## src/rtl/hdma_pkg.sv

```systemverilog
package hdma_pkg;
    localparam int BYTE_W = 8;
    localparam int LANES  = 3;
    localparam int WORD_W = BYTE_W * LANES;
    localparam int CTR_W  = 2;
    localparam int ADDR_W = CTR_W + 1;

    typedef enum logic [1:0] {
        XM_IRQ = 2'b00,
        XM_W24 = 2'b01,
        XM_W16 = 2'b10,
        XM_W8  = 2'b11
    } xfer_mode_e;

    typedef struct packed {
        logic              valid;
        logic              wr;
        logic [ADDR_W-1:0] addr;
    } xfer_t;

    localparam logic [1:0] LANE_NONE = 2'd3;

    // byte address -> lane index (2 = high byte), LANE_NONE for no lane
    function automatic logic [1:0] lane_of(input logic [ADDR_W-1:0] a, input logic little);
        case (a)
            3'd5:    lane_of = little ? 2'd0 : 2'd2;
            3'd6:    lane_of = 2'd1;
            3'd7:    lane_of = little ? 2'd2 : 2'd0;
            default: lane_of = LANE_NONE;
        endcase
    endfunction

    function automatic logic is_dma(input xfer_mode_e m);
        return m != XM_IRQ;
    endfunction
endpackage

```

## src/rtl/hdma_addr_ctr.sv

```systemverilog
module hdma_addr_ctr #(
    parameter int CTR_W = hdma_pkg::CTR_W
) (
    input  logic             clk,
    input  logic             rst,
    input  logic             init,
    input  logic             step,
    input  logic [CTR_W-1:0] start,
    output logic [CTR_W-1:0] cnt
);
    localparam logic [CTR_W-1:0] TOP = '1;

    always_ff @(posedge clk) begin
        if (rst || init)
            cnt <= start;
        else if (step)
            cnt <= (cnt == TOP) ? start : cnt + 1'b1;
    end
endmodule

```

## src/rtl/hdma_word_regs.sv

```systemverilog
module hdma_word_regs #(
    parameter int BYTE_W = hdma_pkg::BYTE_W,
    parameter int LANES  = hdma_pkg::LANES,
    localparam int WORD_W = BYTE_W * LANES
) (
    input  logic              clk,
    input  logic              rst,
    input  logic              cpu_wr,
    input  logic [WORD_W-1:0] cpu_wdata,
    input  logic              cpu_rd,
    input  logic              xv,
    input  logic              xwr,
    input  logic [1:0]        lane,
    input  logic              last,
    input  logic [BYTE_W-1:0] din,
    output logic [BYTE_W-1:0] rd_byte,
    output logic [WORD_W-1:0] tx_word,
    output logic              rx_full,
    output logic              tx_empty,
    output logic              word_evt
);
    logic [LANES-1:0][BYTE_W-1:0] rx_q;
    logic [LANES-1:0][BYTE_W-1:0] tx_q;
    logic lane_ok;

    assign lane_ok = (lane != hdma_pkg::LANE_NONE);
    assign tx_word = tx_q;

    always_ff @(posedge clk) begin
        if (rst)
            rx_q <= '0;
        else if (cpu_wr)
            rx_q <= cpu_wdata;
    end

    for (genvar g = 0; g < LANES; g++) begin : g_tx_lane
        always_ff @(posedge clk) begin
            if (rst)
                tx_q[g] <= '0;
            else if (xv && xwr && lane == 2'(g))
                tx_q[g] <= din;
        end
    end

    always_comb begin
        rd_byte = '0;
        for (int g = 0; g < LANES; g++)
            if (lane == 2'(g)) rd_byte = rx_q[g];
    end

    always_ff @(posedge clk) begin
        if (rst) begin
            rx_full  <= 1'b0;
            tx_empty <= 1'b1;
            word_evt <= 1'b0;
        end else begin
            if (cpu_wr)
                rx_full <= 1'b1;
            else if (xv && !xwr && last)
                rx_full <= 1'b0;

            if (xv && xwr && lane_ok)
                tx_empty <= 1'b0;
            else if (cpu_rd)
                tx_empty <= 1'b1;

            word_evt <= xv && last;
        end
    end
endmodule

```

## src/rtl/hdma_req_gen.sv

```systemverilog
module hdma_req_gen (
    input  logic clk,
    input  logic rst,
    input  logic dma_on,
    input  logic rreq_en,
    input  logic treq_en,
    input  logic rx_full,
    input  logic tx_empty,
    input  logic mid_word,
    output logic host_req
);
    logic req_d;

    always_comb begin
        if (!dma_on)
            req_d = (rreq_en && rx_full) || (treq_en && tx_empty);
        else if (rreq_en)
            req_d = rx_full;
        else if (treq_en)
            req_d = tx_empty || mid_word;
        else
            req_d = 1'b0;
    end

    always_ff @(posedge clk) begin
        if (rst) host_req <= 1'b0;
        else     host_req <= req_d;
    end
endmodule

```

## src/rtl/hdma_lane_seq.sv

```systemverilog
module hdma_lane_seq
    import hdma_pkg::*;
(
    input  logic              clk,
    input  logic              rst,
    input  logic [1:0]        mode_sel,
    input  logic [2:0]        hmode_fld,
    input  logic              endian_le,
    input  logic              rreq_en,
    input  logic              treq_en,
    input  logic              init_pulse,
    input  logic              host_cs,
    input  logic              host_rd,
    input  logic              host_wr,
    input  logic [2:0]        host_addr,
    input  logic [7:0]        host_din,
    input  logic              host_ack,
    output logic [7:0]        host_dout,
    output logic              host_doe,
    output logic              host_req,
    input  logic              cpu_wr,
    input  logic [23:0]       cpu_wdata,
    input  logic              cpu_rd,
    output logic [23:0]       cpu_rdata,
    output logic              rx_full,
    output logic              tx_empty,
    output logic              word_evt
);
    xfer_mode_e        mode;
    logic              dma_on, little, dir_rd, dir_wr;
    logic [CTR_W-1:0]  cnt;
    logic              step, xfer_last, xfer_rd_last, mid_word;
    xfer_t             xfer;
    logic [1:0]        lane;
    logic [BYTE_W-1:0] rd_byte;

    assign mode   = xfer_mode_e'(mode_sel);
    assign dma_on = is_dma(mode);
    assign little = endian_le && (hmode_fld == 3'b000);
    assign dir_rd = rreq_en;
    assign dir_wr = !rreq_en && treq_en;

    always_comb begin
        if (dma_on) begin
            xfer.valid = host_ack && (dir_rd || dir_wr);
            xfer.wr    = dir_wr;
            xfer.addr  = {1'b1, cnt};
        end else begin
            xfer.valid = host_cs && (host_rd || host_wr);
            xfer.wr    = !host_rd;
            xfer.addr  = host_addr;
        end
    end

    assign step         = dma_on && xfer.valid;
    assign lane         = lane_of(xfer.addr, little);
    assign xfer_last    = xfer.valid && (xfer.addr == 3'd7);
    assign xfer_rd_last = xfer_last && !xfer.wr;
    assign mid_word     = (cnt != mode_sel);
    assign host_doe     = xfer.valid && !xfer.wr && (lane != LANE_NONE);
    assign host_dout    = host_doe ? rd_byte : '0;

    hdma_addr_ctr #(.CTR_W(CTR_W)) ctr_i (
        .clk   (clk),
        .rst   (rst),
        .init  (init_pulse),
        .step  (step),
        .start (mode_sel),
        .cnt   (cnt)
    );

    hdma_word_regs #(.BYTE_W(BYTE_W), .LANES(LANES)) regs_i (
        .clk       (clk),
        .rst       (rst),
        .cpu_wr    (cpu_wr),
        .cpu_wdata (cpu_wdata),
        .cpu_rd    (cpu_rd),
        .xv        (xfer.valid),
        .xwr       (xfer.wr),
        .lane      (lane),
        .last      (xfer_last),
        .din       (host_din),
        .rd_byte   (rd_byte),
        .tx_word   (cpu_rdata),
        .rx_full   (rx_full),
        .tx_empty  (tx_empty),
        .word_evt  (word_evt)
    );

    hdma_req_gen req_i (
        .clk      (clk),
        .rst      (rst),
        .dma_on   (dma_on),
        .rreq_en  (rreq_en),
        .treq_en  (treq_en),
        .rx_full  (rx_full),
        .tx_empty (tx_empty),
        .mid_word (mid_word),
        .host_req (host_req)
    );
endmodule

```

## config.mk

```make
export PLATFORM = sky130hd
export DESIGN_NAME = hdma_lane_seq
export DESIGN_NICKNAME = d
export VERILOG_FILES = /design/src/rtl/hdma_pkg.sv /design/src/rtl/hdma_addr_ctr.sv /design/src/rtl/hdma_word_regs.sv /design/src/rtl/hdma_req_gen.sv /design/src/rtl/hdma_lane_seq.sv
export SDC_FILE = /design/constraint.sdc
export NUM_CORES = 1
export LEC_CHECK = 0
export ABC_AREA = 1
export BUFFER_PORTS_ARGS = -buffer_cell sky130_fd_sc_hd__clkbuf_2
export CORE_AREA = 4 4 70 85
export CTS_CLUSTER_SIZE = 25
export DETAILED_ROUTE_END_ITERATION = 10
export DIE_AREA = 0 0 74 89
export GPL_ROUTABILITY_DRIVEN = 1
export PLACE_DENSITY_LB_ADDON = 0.25
export SETUP_SLACK_MARGIN = 0.2
export SLEW_MARGIN = 20
export SYNTH_ARGS = -nofsm -noshare
export SYNTH_HDL_FRONTEND = slang
export SYNTH_SLANG_ARGS = --single-unit
export TNS_END_PERCENT = 10
```

## constraint.sdc

```tcl
create_clock -name clk -period 2.4 [get_ports clk]
set_input_delay 0.24 -clock clk [delete_from_list [all_inputs] [get_ports clk]]
set_output_delay 0.24 -clock clk [all_outputs]
set_load 0.05 [all_outputs]
```

# Word-level counts from Yosys, hierarchy flattened

Cells that the tools add are included.

Add/sub/neg operators: 1
Mux-type cells: 18
Reduce and logical (&&, ||, !) cells: 31
Eq/ne operators: 8

Operator list:

| operator                                                               | number |
|---|---|
| 8-bit two-way mux                                                      | 4 |
| 1-bit logical AND                                                      | 17 |
| 2-bit two-way mux                                                      | 5 |
| 3-bit equality test (second input constant)                            | 3 |
| 2-bit nonzero test                                                     | 4 |
| 1-bit two-way mux                                                      | 7 |
| 2-bit one-hot mux with 3 select lines                                  | 1 |
| 1-bit logical OR                                                       | 5 |
| 5-bit two-way mux                                                      | 1 |
| 2-bit equality test (second input constant)                            | 2 |
| 1-bit logical NOT                                                      | 3 |
| 3-bit logical NOT                                                      | 1 |
| 2-bit by 1-bit adder with 2-bit output (second input constant)         | 1 |
| 2-bit by 1-bit equality test with 1-bit output (second input constant) | 1 |
| 2-bit logical NOT                                                      | 1 |
| 2-bit != test                                                          | 1 |
| 2-bit != test (second input constant)                                  | 1 |

Output and inout bits: 37
Register bits: 54

# Logic depth before layout (Yosys ltp)

Depth after elaboration: 12
Mapped depth: 11
Gate-level depth less buffers: 10

# Cells and area by module

A second synthesis with hierarchy kept.

Cell total of the unflattened synthesis: 386
Area total of the unflattened synthesis: 2516.2 µm²

Modules (own cells, without submodules):

| module         | area each (µm²) | cells an instance | sequential area each (µm²) | instances |
|---|---|---|---|---|
| hdma_word_regs | 2055.7          | 296               | 1021.0                     | 1 |
| hdma_lane_seq  | 262.8           | 62                | 0.0                        | 1 |
| hdma_addr_ctr  | 125.1           | 15                | 60.1                       | 1 |
| hdma_req_gen   | 72.6            | 13                | 20.0                       | 1 |

# Least setup slack after synthesis

No wires, ideal clock.

Kind: input-to-output
Start point: input mode_sel[1]
End point: output host_dout[0]
Stages on the path: 9
Arrival time: 2.062 ns
Setup slack: 0.098 ns
Buffers on the path: 0
Cell sequence: inv_1 > nand2_2 > nand2_1 > nand2_1 > inv_1 > nand2_1 > a21oi_4 > o21ai_0 > nor2_1

Elaborated cells on any way between the ends: 17

RTL lines:

| element                               | RTL line            | RTL |
|---|---|---|
| from (decl)                           | hdma_lane_seq.sv:6  | `input logic [1:0] mode_sel,` |
| 2-bit nonzero test *                  | hdma_pkg.sv:34      | `return m != XM_IRQ;` |
| 5-bit two-way mux *                   | hdma_lane_seq.sv:44 | `if (dma_on) begin` |
| 3-bit equality test                   | hdma_pkg.sv:25      | `case (a)` |
| 2-bit one-hot mux with 3 select lines | hdma_pkg.sv:25      |  |
| 2-bit != test                         | hdma_lane_seq.sv:60 | `assign host_doe = xfer.valid && !xfer.wr && (lane != LANE_NONE);` |
| 1-bit logical AND *                   | hdma_lane_seq.sv:60 |  |
| named net host_doe                    | hdma_lane_seq.sv:19 | `output logic host_doe,` |
| 8-bit two-way mux *                   | hdma_lane_seq.sv:61 | `assign host_dout = host_doe ? rd_byte : '0;` |
| to (decl)                             | hdma_lane_seq.sv:18 | `output logic [7:0] host_dout,` |

Mark *: on every way through the listed nets, which the timed path passes. The rest lies on a longest branch.

# Final worst setup path

Start point: register ctr_i.cnt[1]
End point: output host_dout[4]

Word-level cells in the longest chain between the ends: 8
Elaborated cells on any way between the ends: 14

RTL lines:

| element                                 | RTL line             | RTL |
|---|---|---|
| from (decl)                             | hdma_addr_ctr.sv:9   | `output logic [CTR_W-1:0] cnt` |
| from (signal assigned)                  | hdma_addr_ctr.sv:15  | `cnt <= start;` |
| from (signal assigned)                  | hdma_addr_ctr.sv:17  | `cnt <= (cnt == TOP) ? start : cnt + 1'b1;` |
| 5-bit two-way mux *                     | hdma_lane_seq.sv:44  |  |
| 3-bit equality test                     | hdma_pkg.sv:25       |  |
| 2-bit one-hot mux with 3 select lines * | hdma_pkg.sv:25       |  |
| 2-bit logical NOT                       | hdma_word_regs.sv:48 | `if (lane == 2'(g)) rd_byte = rx_q[g];` |
| 8-bit two-way mux (3 in a row)          | hdma_word_regs.sv:48 |  |
| 8-bit two-way mux *                     | hdma_lane_seq.sv:61  |  |

Every way passes the cells marked *; elsewhere a longest branch is shown, timed or not.

==> qor_table.md <==
| Quantity | Value |
| --- | --- |
| Run status | finished clean |
| Area inside the core boundary | 5190 um2 |
| Top cell by count, worst path | sky130_fd_sc_hd__nand2_1 |
| Combined global-route utilization of all metal layers | 19.1% |
| R2R cell count | 10 |
| DRT antenna net count | 0 |
| Fraction of layout cells with a size suffix above 1 | 27.6% |
| Iter 0 DRT Violations | 146 |
| Detailed-placement wirelength estimate | 4.67 mm |
| Starting density of the core | 48.1% |
| Antenna cells | 0 |
| Ratio of routed vias to standard cells | 4.96 |
| Hold crit path type | in2reg |
| Synth Area in Adders | 0.502% |
| Number of clock sinks seen by CTS | 54 |
| Synthesized area per cell | 7.03 um2 |
| Number of placement rows | 29 |
| FF+latch count, synth | 54 |
| Highest fanout seen on the critical path | 5 |
| Commonest cells after routing, fill and taps aside | sky130_fd_sc_hd__nor2_1, sky130_fd_sc_hd__clkbuf_2, sky130_fd_sc_hd__nand2_1, sky130_fd_sc_hd__dfxtp_1, sky130_fd_sc_hd__o21ai_0 |
| CTS H-tree depth | 2 |
| Path type of the worst setup path | reg2out |
| Worst Path Required | 2.16 ns |
| Compound-Gate Fraction of Synth Area | 15.9% |
| Total congestion overflow after global routing | 0 |
| I/O Pins | 89 |
| Post-synthesis instance area | 2490 um2 |
| Setup repair after global routing missed its margin | yes |
| Maximum vdd drop | 301 uV |
| Net total in the final layout | 495 |
| Main combinational cell family by area after synthesis | simple AND/OR/NAND/NOR gates |
| Most frequent standard cell in the layout excluding fill and tap cells | sky130_fd_sc_hd__nor2_1 |
| Final Slew Violations | 0 |
| Final Cycle Share | 87.8% |
| Highest achievable clock rate | 474 MHz |
| Hold-fix buffers, CTS | 0 |
| Power density over the cells | 619 nW/um2 |
| Hold depth | 3 |
| Fin Hold WS | 0.158 ns |
| Max capacitance violation total | 0 |
| Slowest cell on the critical path | sky130_fd_sc_hd__edfxtp_1 |
| Number of antenna violations at the first check in global routing | 0 |
| Setup crit end kind | primary output |
| Max clock buf depth | 2 |
| Die Ht | 89 um |
| Floorplan die width | 74 um |
| Post-Syn Nets | 408 |
| Reg2reg start | ctr_i.cnt[0]$_DFFE_PP_ |
| Largest net degree at the start of global routing | 34 |
| Leakage | 0.00154 uW |
| Worst-case register-to-register setup slack | 0.69 ns |
| Clk root buf | sky130_fd_sc_hd__clkbuf_8 |
| Share of cell area taken by muxes after synthesis | 0% |
| Average wire per cell in the routed design | 12.5 um |
| Worst R2R End | regs_i.tx_word[16]$_SDFFE_PP0P_ |
| Gpl congestion | 0.871 |
| Die footprint | 6590 um2 |
| Number of global-route vias before repair | 2286 |
| 1st-pass router iterations | 4 |
| Startpoint of the worst hold path | cpu_wdata[4] |
| Ys Warns | 0 |
| Global-route wire length before repair | 9.89 mm |
| Worst-Margin Slew | 0.938 ns |
| Filler cell count | 502 |
| Clock insertion delay at the later pin of the skew report | 0.30 ns |
| Final Hold Vio Count | 0 |
| Worst path arrival time | 1.87 ns |
| Syn Inst Count | 355 |
| XOR/XNOR Fraction of Synth Area | 0% |
| Number of port buffers | 88 |
| Slew headroom | 37.4% |
| Total clock buffers created by CTS | 5 |
| Hold Path End | regs_i.rx_q[4]$_SDFFE_PP0P_ |
| Final critical path time including I/O delays and setup | 2.11 ns |
| Yosys cell types | 21 |
| Critical path's largest stage delay | 0.41 ns |
| Layout-stage area growth over the synthesis result | 24.6% |
| Finished Core Util | 59.9% |
| CP Launch Type | flip-flop |
| TritonCTS clock tree | built |
| Portion of the post-synthesis area used by sequential elements | 44.1% |
| Total number of vias | 2499 |
| Post-route setup TNS | 0 ns |
| Synth Area in Simple Gates | 30.2% |
| Setup Viol. Count Final | 0 |
| Post-route DRC violation count | 0 |
| Clk slew on worst S/H paths | 0.09 ns |
| Post-detailed-routing wire length | 6.28 mm |
| Critical path cell sequence | inv_1 > nand2_1 > nand2_1 > inv_2 > nand2_2 > a21oi_4 > o21ai_0 > nor2_1 > clkbuf_4 |
| Final setup skew | 0.00409 ns |
-- report_power, final --
group / total (uW) / internal (uW) / switching (uW) / leakage (uW)
clock network: 475 / 197 / 279 / 0.0000438
logic: 471 / 147 / 324 / 0.00105
registers: 979 / 954 / 24.6 / 0.000448
total: 1920 / 1300 / 627 / 0.00154
-- final cells by class --
type	count	area, um2	share of cell area, %
tap	62	77.6	2.49
clock inverter	2	10.0	0.322
clock buffer	5	68.8	2.21
timing repair buffer	95	529	17.0
multi-input combinational	251	1190	38.3
sequential	54	1100	35.4
inverter	35	131	4.23
-- metal layers --
layer / vias up / share of wire (%) / global-route usage (%)
met5: - / 0 / 0
met4: 0 / 1.7 / 8.24
met3: 11 / 4.8 / 3.94
met2: 66 / 53 / 33.8
met1: 1118 / 41 / 22.0
li1: 1304 / - / -
-- worst max path at each step --
stage / startpoint / to / slack [ns] / depth (start not counted)
4_1_cts: ctr_i.cnt[1]$_DFFE_PP_ / host_dout[3] / 0.16 / 9
6_report: ctr_i.cnt[1]$_DFFE_PP_ / host_dout[4] / 0.29 / 9
5_1_grt: ctr_i.cnt[1]$_DFFE_PP_ / host_dout[4] / 0.16 / 9
3_5_place_dp: mode_sel[1] / host_dout[5] / 0.26 / 11
2_1_floorplan: mode_sel[1] / host_dout[1] / 0.1 / 9
3_3_place_gp: mode_sel[1] / host_dout[5] / 0.29 / 11
-- cell usage after synthesis --
library cell               count  share of area [%]
sky130_fd_sc_hd__a21oi_1      22                4.4
sky130_fd_sc_hd__a21oi_4       1               0.65
sky130_fd_sc_hd__buf_1         1               0.15
sky130_fd_sc_hd__buf_2         2               0.40
sky130_fd_sc_hd__buf_6         5                2.3
sky130_fd_sc_hd__clkbuf_1      8                1.2
sky130_fd_sc_hd__dfxtp_1      52                 42
sky130_fd_sc_hd__edfxtp_1      2                2.4
sky130_fd_sc_hd__ha_1          1               0.50
sky130_fd_sc_hd__inv_1        34                5.1
sky130_fd_sc_hd__inv_2         1               0.15
sky130_fd_sc_hd__nand2_1      54                8.1
sky130_fd_sc_hd__nand2_2       2               0.50
sky130_fd_sc_hd__nand3_1      13                2.6
sky130_fd_sc_hd__nand3_4       2                1.4
sky130_fd_sc_hd__nand4_1       1               0.25
sky130_fd_sc_hd__nor2_1       87                 13
sky130_fd_sc_hd__nor2_4        4                1.8
sky130_fd_sc_hd__nor2_8        1               0.80
sky130_fd_sc_hd__nor3_1        8                1.6
sky130_fd_sc_hd__o21ai_0      54                 11
-- sequential cells by signal, summed over array words and instances (netlist names) --
| register | cells |
|---|---|
| regs_i.rx_q | 24 |
| req_i.host_req | 1 |
| regs_i.tx_word | 24 |
| ctr_i.cnt | 2 |
| regs_i.rx_full | 1 |
| regs_i.word_evt | 1 |
| regs_i.tx_empty | 1 |
-- critical path, delay by kind of cell, from the launching register on --
kind / cells / cell delay (ns)
and+or+nand+nor: 4 / 0.40
DFF: 1 / 0.41
AOI/OAI and AO/OA: 2 / 0.37
buffers and inverters: 3 / 0.39
-- per-stage QoR --
| stage | instance area [um2] | cells | setup WS, ns | total power [uW] |
|---|---|---|---|---|
| 2_1_floorplan | 2500 | 355 | 0.0984 | 1320 |
| 3_5_place_dp | 2940 | 492 | 0.255 | 1440 |
| 6_report | 3110 | 504 | 0.292 | 1920 |
| 3_3_place_gp | 2940 | 492 | 0.289 | 1430 |
| 5_1_grt | 3110 | 504 | 0.163 | 2030 |
| 4_1_cts | 3070 | 501 | 0.165 | 1920 |
-- repair_timing --
item / CTS / global route
gates resized for setup: 18 / 9
cloned: 0 / 1
setup endpoints to repair: 8 / 8
setup buffers: 2 / 2
pin swaps: 2 / 3
-- cells by family (layout without fill, tap and decap cells) --
family | after synthesis | in the layout
AND/OR/NAND/NOR | 172 | 172
buffers and inverters | 51 | 137
adder cells (fa/ha/maj) | 1 | 1
flip-flops | 54 | 54
AO/OA/AOI/OAI | 77 | 78
Note: power is estimated with default switching activity, not from simulation.
